`src/rtl/spi_div_pkg.sv`:
```
package spi_div_pkg;

  typedef enum logic {
    SRCH_IDLE = 1'b0,
    SRCH_RUN  = 1'b1
  } srch_state_e;

  localparam int unsigned PRE_FIRST = 2;
  localparam int unsigned PRE_STEP  = 2;

endpackage

```
`src/rtl/spi_div_clamp.sv`:
```
module spi_div_clamp #(
  parameter int unsigned CLK_W   = 32,
  parameter int unsigned LOW_DIV = 65024
) (
  input  logic [CLK_W-1:0] freq_i,
  input  logic [CLK_W-1:0] rate_i,
  output logic [CLK_W-1:0] rate_o
);

  localparam logic [CLK_W-1:0] LOW_DIV_W = CLK_W'(LOW_DIV);

  function automatic logic [CLK_W-1:0] slowest_rate(input logic [CLK_W-1:0] f);
    return f / LOW_DIV_W;
  endfunction

  function automatic logic [CLK_W-1:0] fastest_rate(input logic [CLK_W-1:0] f);
    return f >> 1;
  endfunction

  logic [CLK_W-1:0] lo_bound;
  logic [CLK_W-1:0] hi_bound;

  always_comb begin
    lo_bound = slowest_rate(freq_i);
    hi_bound = fastest_rate(freq_i);
    if (rate_i < lo_bound)      rate_o = lo_bound;
    else if (rate_i > hi_bound) rate_o = hi_bound;
    else                        rate_o = rate_i;
  end

endmodule

```
`src/rtl/spi_div_cand_gen.sv`:
```
module spi_div_cand_gen #(
  parameter int unsigned PRE_W     = 8,
  parameter int unsigned POST_W    = 8,
  parameter int unsigned PRE_LAST  = 254,
  parameter int unsigned POST_LAST = 255
) (
  input  logic              clk,
  input  logic              rst_n,
  input  logic              load_i,
  input  logic              step_i,
  output logic [PRE_W-1:0]  pre_o,
  output logic [POST_W-1:0] post_o,
  output logic              last_o
);

  localparam logic [PRE_W-1:0]  PRE_INIT = PRE_W'(spi_div_pkg::PRE_FIRST);
  localparam logic [PRE_W-1:0]  PRE_INC  = PRE_W'(spi_div_pkg::PRE_STEP);
  localparam logic [PRE_W-1:0]  PRE_END  = PRE_W'(PRE_LAST);
  localparam logic [POST_W-1:0] POST_END = POST_W'(POST_LAST);

  always_ff @(posedge clk or negedge rst_n) begin
    if (!rst_n) begin
      pre_o  <= PRE_INIT;
      post_o <= '0;
    end else if (load_i) begin
      pre_o  <= PRE_INIT;
      post_o <= '0;
    end else if (step_i) begin
      if (post_o == POST_END) begin
        post_o <= '0;
        pre_o  <= pre_o + PRE_INC;
      end else begin
        post_o <= post_o + POST_W'(1);
      end
    end
  end

  assign last_o = (pre_o == PRE_END) && (post_o == POST_END);

endmodule

```
`src/rtl/spi_div_accept.sv`:
```
module spi_div_accept #(
  parameter int unsigned CLK_W  = 32,
  parameter int unsigned PRE_W  = 8,
  parameter int unsigned POST_W = 8
) (
  input  logic [CLK_W-1:0]  freq_i,
  input  logic [CLK_W-1:0]  tgt_i,
  input  logic [PRE_W-1:0]  pre_i,
  input  logic [POST_W-1:0] post_i,
  output logic              ok_o
);

  localparam int unsigned PROD_W = CLK_W + 1 + PRE_W + POST_W + 1;

  // floor(f / d) <= t  holds exactly when  f < (t + 1) * d
  function automatic logic not_faster(input logic [CLK_W-1:0]  f,
                                      input logic [CLK_W-1:0]  t,
                                      input logic [PRE_W-1:0]  p,
                                      input logic [POST_W-1:0] q);
    logic [PROD_W-1:0] lim;
    lim = (PROD_W'(t) + PROD_W'(1)) * PROD_W'(p) * (PROD_W'(q) + PROD_W'(1));
    return PROD_W'(f) < lim;
  endfunction

  assign ok_o = not_faster(freq_i, tgt_i, pre_i, post_i);

endmodule

```
`src/rtl/spi_div_search.sv`:
```
module spi_div_search #(
  parameter int unsigned CLK_W     = 32,
  parameter int unsigned PRE_W     = 8,
  parameter int unsigned POST_W    = 8,
  parameter int unsigned PRE_LAST  = 254,
  parameter int unsigned POST_LAST = 255,
  parameter int unsigned LOW_DIV   = PRE_LAST * (POST_LAST + 1)
) (
  input  logic              clk,
  input  logic              rst_n,
  input  logic              start_i,
  input  logic [CLK_W-1:0]  freq_i,
  input  logic [CLK_W-1:0]  rate_i,
  output logic              done_o,
  output logic              err_o,
  output logic [PRE_W-1:0]  prescale_o,
  output logic [POST_W-1:0] postdiv_o
);

  import spi_div_pkg::*;

  srch_state_e      state_q;
  logic [CLK_W-1:0] freq_q;
  logic [CLK_W-1:0] tgt_q;
  logic [CLK_W-1:0] rate_clamped;

  logic [PRE_W-1:0]  cand_pre;
  logic [POST_W-1:0] cand_post;
  logic              cand_last;
  logic              cand_ok;

  // named events, also watched by the checker
  logic srch_busy;
  logic srch_launch;
  logic srch_hit;
  logic srch_exhaust;
  logic srch_step;

  assign srch_busy    = (state_q == SRCH_RUN);
  assign srch_launch  = start_i && !srch_busy;
  assign srch_hit     = srch_busy && cand_ok;
  assign srch_exhaust = srch_busy && !cand_ok && cand_last;
  assign srch_step    = srch_busy && !cand_ok && !cand_last;

  spi_div_clamp #(
    .CLK_W   (CLK_W),
    .LOW_DIV (LOW_DIV)
  ) u_clamp (
    .freq_i (freq_i),
    .rate_i (rate_i),
    .rate_o (rate_clamped)
  );

  spi_div_cand_gen #(
    .PRE_W     (PRE_W),
    .POST_W    (POST_W),
    .PRE_LAST  (PRE_LAST),
    .POST_LAST (POST_LAST)
  ) u_cand (
    .clk    (clk),
    .rst_n  (rst_n),
    .load_i (srch_launch),
    .step_i (srch_step),
    .pre_o  (cand_pre),
    .post_o (cand_post),
    .last_o (cand_last)
  );

  spi_div_accept #(
    .CLK_W  (CLK_W),
    .PRE_W  (PRE_W),
    .POST_W (POST_W)
  ) u_accept (
    .freq_i (freq_q),
    .tgt_i  (tgt_q),
    .pre_i  (cand_pre),
    .post_i (cand_post),
    .ok_o   (cand_ok)
  );

  always_ff @(posedge clk or negedge rst_n) begin
    if (!rst_n) begin
      state_q    <= SRCH_IDLE;
      freq_q     <= '0;
      tgt_q      <= '0;
      done_o     <= 1'b0;
      err_o      <= 1'b0;
      prescale_o <= '0;
      postdiv_o  <= '0;
    end else begin
      done_o <= 1'b0;
      if (srch_launch) begin
        state_q <= SRCH_RUN;
        freq_q  <= freq_i;
        tgt_q   <= rate_clamped;
      end
      if (srch_hit) begin
        state_q    <= SRCH_IDLE;
        prescale_o <= cand_pre;
        postdiv_o  <= cand_post;
        err_o      <= 1'b0;
        done_o     <= 1'b1;
      end else if (srch_exhaust) begin
        state_q <= SRCH_IDLE;
        err_o   <= 1'b1;
        done_o  <= 1'b1;
      end
    end
  end

endmodule

```
`config.mk`:
```
export PLATFORM = sky130hd
export DESIGN_NAME = spi_div_search
export DESIGN_NICKNAME = d
export VERILOG_FILES = /design/src/rtl/spi_div_pkg.sv /design/src/rtl/spi_div_clamp.sv /design/src/rtl/spi_div_cand_gen.sv /design/src/rtl/spi_div_accept.sv /design/src/rtl/spi_div_search.sv
export SDC_FILE = /design/constraint.sdc
export NUM_CORES = 2
export LEC_CHECK = 0
export ABC_CLOCK_PERIOD_IN_PS = 32000
export BUFFER_PORTS_ARGS = -buffer_cell sky130_fd_sc_hd__buf_2
export CAP_MARGIN = 20
export CELL_PAD_IN_SITES_DETAIL_PLACEMENT = 0
export CELL_PAD_IN_SITES_GLOBAL_PLACEMENT = 2
export CORE_ASPECT_RATIO = 1.25
export CORE_UTILIZATION = 45
export CTS_BUF_LIST = sky130_fd_sc_hd__clkbuf_4
export DETAILED_ROUTE_END_ITERATION = 16
export GPL_ROUTABILITY_DRIVEN = 0
export PLACE_DENSITY_LB_ADDON = 0.08
export SLEW_MARGIN = 20
export SYNTH_ARGS = -nofsm -noshare
export SYNTH_HDL_FRONTEND = slang
export SYNTH_SLANG_ARGS = --single-unit
```
`constraint.sdc`:
```
create_clock -name clk -period 32 [get_ports clk]
set_input_delay 6.4 -clock clk [delete_from_list [all_inputs] [get_ports clk]]
set_output_delay 6.4 -clock clk [all_outputs]
set_load 0.01 [all_outputs]
```
After elaboration in Yosys (flattened, before gate mapping):

Cells that the tools add are included.

* input port bits: 67
* flip-flop bits (word level): 99

* $lt $le $gt $ge: 3
* div/mod/pow operators: 1
* reduce and logical (&&, ||, !) cells: 14
* add/sub/neg operators: 4
* eq/ne operators: 2
* multipliers: 2
* multiplexer cells: 15

Operators with widths (count)
* $mux W32: 2
* $lt A32 B50 Y1: 1
* $mul A50 B50 Y50: 1
* $mul A50 B8 Y50: 1
* $mux W8: 6
* $add A32 B1 Y33 const B: 1
* $div A32 B16 Y32 const B: 1
* $gt A32 B31 Y1: 1
* $lt A32 B32 Y1: 1
* $eq A8 B8 Y1 const B: 2
* $add A8 B1 Y9 const B: 1
* $add A8 B1 Y8 const B: 1
* $add A8 B2 Y8 const B: 1
* $mux W1: 7
* $logic_and A1 B1 Y1: 6
* $reduce_bool A2 Y1: 3
* $logic_not A1 Y1: 3
* $reduce_bool A3 Y1: 1
* $reduce_and A2 Y1: 1

Logic depth before layout (Yosys ltp):

* depth after elaboration: 9
* mapped depth: 66

Hierarchy:

A second synthesis with hierarchy kept.

* cell total of the unflattened synthesis: 3681
* area total of the unflattened synthesis: 31549.0 sq um

By module, submodules not included
* spi_div_accept: times used 1, cells each 2581, area an instance 21480.6 sq um, seq. area each 0.0 sq um
* spi_div_clamp: times used 1, cells each 831, area an instance 5967.0 sq um, seq. area each 0.0 sq um
* spi_div_search: times used 1, cells each 178, area an instance 3245.6 sq um, seq. area each 2077.0 sq um
* spi_div_cand_gen: times used 1, cells each 91, area an instance 855.8 sq um, seq. area each 376.6 sq um

Worst setup path before layout:

OpenSTA, ideal clock, no wires.

* kind: input to register
* from: input port freq_i[28]
* to: register tgt_q[9]
* arrival: 16.473 ns
* stages on the path: 47
* path slack: 15.406 ns
* library setup time: 0.121 ns
* cell sequence: buf_2 -> and4_1 -> buf_6 -> mux2i_4 -> mux2_4 -> a31oi_4 -> mux2i_1 -> a21oi_2 -> a21oi_2 -> a41o_1 -> nand4bb_2 -> nand2_1 -> buf_2 -> nor3b_1 -> o21a_2 -> and3_1 -> mux2i_1 -> xnor2_2 -> [... 11 more ...] -> a2111oi_0 -> a21o_1 -> o2111a_1 -> nor3b_1 -> a21bo_2 -> inv_1 -> ha_1 -> a21o_1 -> a21oi_1 -> o21ai_0 -> nor2_1 -> o311ai_0 -> nor2_1 -> nand4_1 -> mux2i_2 -> buf_6 -> o21ai_1 -> a22o_1

* longest elaborated chain between the ends: 3

Ends and longest elaborated chain
* start, declared: RTL line spi_div_search.sv:12 `input logic [CLK_W-1:0] freq_i,`
* $div A32 B16 Y32 or $gt A32 B31 Y1 (tied branches): RTL line spi_div_clamp.sv:13, spi_div_clamp.sv:27
* $lt A32 B32 Y1 or $mux W32 (tied branches): RTL line spi_div_clamp.sv:26, spi_div_clamp.sv:27
* $mux W32 (*): RTL line spi_div_clamp.sv:26 `if (rate_i < lo_bound) rate_o = lo_bound;`
* end signal, assigned: RTL line spi_div_search.sv:95 `tgt_q <= rate_clamped;`
* end, declared: RTL line spi_div_search.sv:24 `logic [CLK_W-1:0] tgt_q;`

Every way passes the cells marked *; elsewhere a longest branch is shown, timed or not.
A chain may end at the register's enable or synchronous reset.

Worst setup path in the final report:

* from: input port freq_i[27]
* to: register tgt_q[22]

Same word-level chain as after synthesis.

==> metrics.md <==
| Metric | Value |
|---|---|
| Pleak | `15.0 nW` |
| Seq cells post-synth | `96` |
| Most common cell after layout, fill and taps aside | `inv_1` |
| Final slew viol count | `0` |
| Reg area | `2400 um2` |
| Post-route antenna net violation count | `0` |
| Remaining DRCs | `0` |
| Root buffer cell | `clkbuf_4` |
| MaxCap Viol Count | `0` |
| WL final | `82800 um` |
| Worst Max-Slew Pin Slew | `1.12 ns` |
| First-pass GRT wire length | `136000 um` |
| Ranking of synthesized cells by area | `fa_1, ha_1, dfrtp_1` |
| RR Startpoint | `tgt_q[0]` |
| Initial Utilization | `0.458` |
| CTS clk-pin slew, worst paths | `0.19 ns` |
| Setup TNS | `0 ns` |
| Worst-path maximum fanout | `17` |
| Worst path max stage delay | `0.85 ns` |
| Buf/Inv on CP | `3` |
| Yosys top cell by area | `fa_1` |
| Initial antenna violation count | `3` |
| IO Count | `85` |
| Critical Path Most Common Cell | `o21ai_0` |
| EDFF count, synth | `0` |
| Chip Height | `286 um` |
| CTS Buffer Depth | `2` |
| Reg2Reg Depth | `56` |
| Most frequent cells in the layout | `inv_1, nand2_1, fa_1` |
| Drt first pass iters | `6` |
| Peak VDD IR | `0.0000857 V` |
| Layout cell share with drive strength beyond 1 | `0.0684` |
| Synth Flop Type | `dfrtp_1` |
| FILL cells | `6310` |
| Final instance area | `30600 um2` |
| Post-CTS Setup Bufs | `0` |
| Area grow syn2layout | `5.23%` |
| Crit path kind | `in -> reg` |
| Post-Route Skew | `0.0509 ns` |
| Total grt overflow | `0` |
| Final HPWL DP | `68400 um` |
| Arrival @ worst endpoint | `19.52 ns` |
| Min-delay worst type | `reg -> reg` |
| Crit end category | `flip-flop` |
| Delay-heaviest family, CP | `compound AO/OA/AOI/OAI gates` |
| R2R Setup Slk | `15.52 ns` |
| Cell variety after synth | `125` |
| Synthesized instance count | `3441` |
| Yosys top cell area share | `0.325` |
| FF-to-FF End | `prescale_o[6]` |
| CP required | `32.48 ns` |
| Clock Latency Late Sink | `0.61 ns` |
| Global-route total usage across every layer | `0.261` |
| Synth warn | `0` |
| Post-synthesis sequential area ratio | `0.0825` |
| Max-slew headroom | `0.252` |
| Levels on crit path | `44` |
| Area of the multi-input gates | `24500 um2` |
| Nets | `4226` |
| Minimum clock period after layout | `19.03 ns` |
| RSZ-0062 raised after global routing | `false` |
| Die Width | `230 um` |
| Vias in the first global route | `25800` |
| Num CTS Buffers | `9` |
| CTS tree | `yes` |
| Max Fclk | `52.5 MHz` |
| Startpoint Class | `input pin` |
| Sink Count | `96` |
| Buffers added on ports | `82` |
| Syn Area/Cell | `8.46 um2` |
| Outcome | `finished clean` |
| CP max stage cell | `o311ai_0` |
| Number of H-tree levels | `3` |
| Finish-stage setup viols | `0` |
| CP startpoint | `freq_i[27]` |
| Pin count of the biggest net entering global routing | `122` |
| Avg WL per Cell | `19.1 um` |
| Power Total | `2.58 mW` |
| Via density | `5.57` |
| Util after Layout | `0.482` |
| Via count | `24100` |
| Die Footprint | `65700 um2` |
| Num rows | `103` |
| PD cells | `84.1 nW/um2` |
| Dpl cell area | `30500 um2` |
| Post-CTS Resized | `0` |
| # hold bufs at CTS | `0` |
| Final Hold Viols | `0` |
| Core footprint | `63500 um2` |
| Number of DRC markers in iteration 0 | `1152` |
| Synthesized area | `29100 um2` |
| Ys async rst share | `1.00` |
| Tcrit/Tclk final | `0.595` |
| Critical Path End | `tgt_q[22]` |
[cells by family (layout without fill, tap and decap cells)]
logic type | count (synthesis) | after routing | synth area share
mux | 45 | 45 | 0.0178
simple gates | 1210 | 1210 | 0.209
buf+inv | 645 | 645 | 0.0852
compound gates | 617 | 617 | 0.146
fa+ha+maj | 685 | 685 | 0.416
flops | 96 | 96 | 0.0825
other cells | 2 | 44 | 0.000258
xor+xnor | 141 | 141 | 0.0427
[per-stage QoR]
step | setup slack [ns] | hold WS [ns] | instances
after floorplan | 15.41 | 0.452 | 3480
after global placement | 12.54 | 0.473 | 4304
after detailed placement | 12.51 | 0.481 | 4304
after CTS | 13.13 | 0.514 | 4320
after global routing | 12.06 | 0.542 | 4323
final | 12.97 | 0.515 | 4323
[worst min path at each step]
| stage | start | end | slack [ns] | cells past startpoint |
|---|---|---|---|---|
| 2_1_floorplan | freq_q[1] | freq_q[1] | 0.45 | 2 |
| 3_3_place_gp | freq_q[13] | freq_q[13] | 0.47 | 2 |
| 3_5_place_dp | freq_q[18] | freq_q[18] | 0.48 | 2 |
| 4_1_cts | freq_q[18] | freq_q[18] | 0.51 | 2 |
| 5_1_grt | postdiv_o[5] | postdiv_o[5] | 0.54 | 1 |
| 6_report | freq_q[3] | freq_q[3] | 0.52 | 2 |
[state kept, by name (all words and copies together), names as in the netlist]
name / flops
done_o: 1
err_o: 1
freq_q: 31
postdiv_o: 8
prescale_o: 7
srch_busy: 1
tgt_q: 32
u_cand.post_o: 8
u_cand.pre_o: 7
[synthesized netlist by cell type (25+ instances only)]
master	instances
inv_1	512
a21o_1	35
fa_1	473
and2_1	214
nor3_1	44
dfrtp_1	95
clkbuf_1	98
ha_1	211
nand2b_1	70
nor2_1	130
o21ai_1	25
xnor2_1	112
o21ai_0	93
nand4_1	44
and3_1	25
nand3_1	50
a21oi_1	147
nor2b_1	31
a31oi_1	38
nand2_1	493
o21bai_1	48
o31ai_1	27
xor2_1	28
[metal layers]
layer | track usage | vias up | wire [um]
li1 | - | 11300 | -
met1 | 0.316 | 12100 | 34100
met2 | 0.478 | 529 | 42900
met3 | 0.0281 | 117 | 3220
met4 | 0.0908 | 2 | 2510
met5 | 0 | - | 12
[area by class of cell]
| type | count | share of cell area |
|---|---|---|
| antenna | 3 | 0.000245 |
| clock buffer | 10 | 0.00245 |
| clock inverter | 6 | 0.00192 |
| inverter | 516 | 0.0632 |
| multi-input combinational | 2739 | 0.798 |
| sequential | 96 | 0.0784 |
| tap | 840 | 0.0343 |
| timing repair buffer | 113 | 0.0211 |
[power by group]
group | internal (mW) | total, mW | switching, mW
Sequential | 0.159 | 0.201 | 0.0415
Clock | 0.0187 | 0.0700 | 0.0513
Combinational | 0.847 | 2.31 | 1.46
[worst min-delay path, delay by kind of cell (launching register included)]
kind	cells	cell delay, ns
simple gates	1	0.05
flops	1	0.39
compound gates	1	0.06
Power figures use the tool's default switching activity.
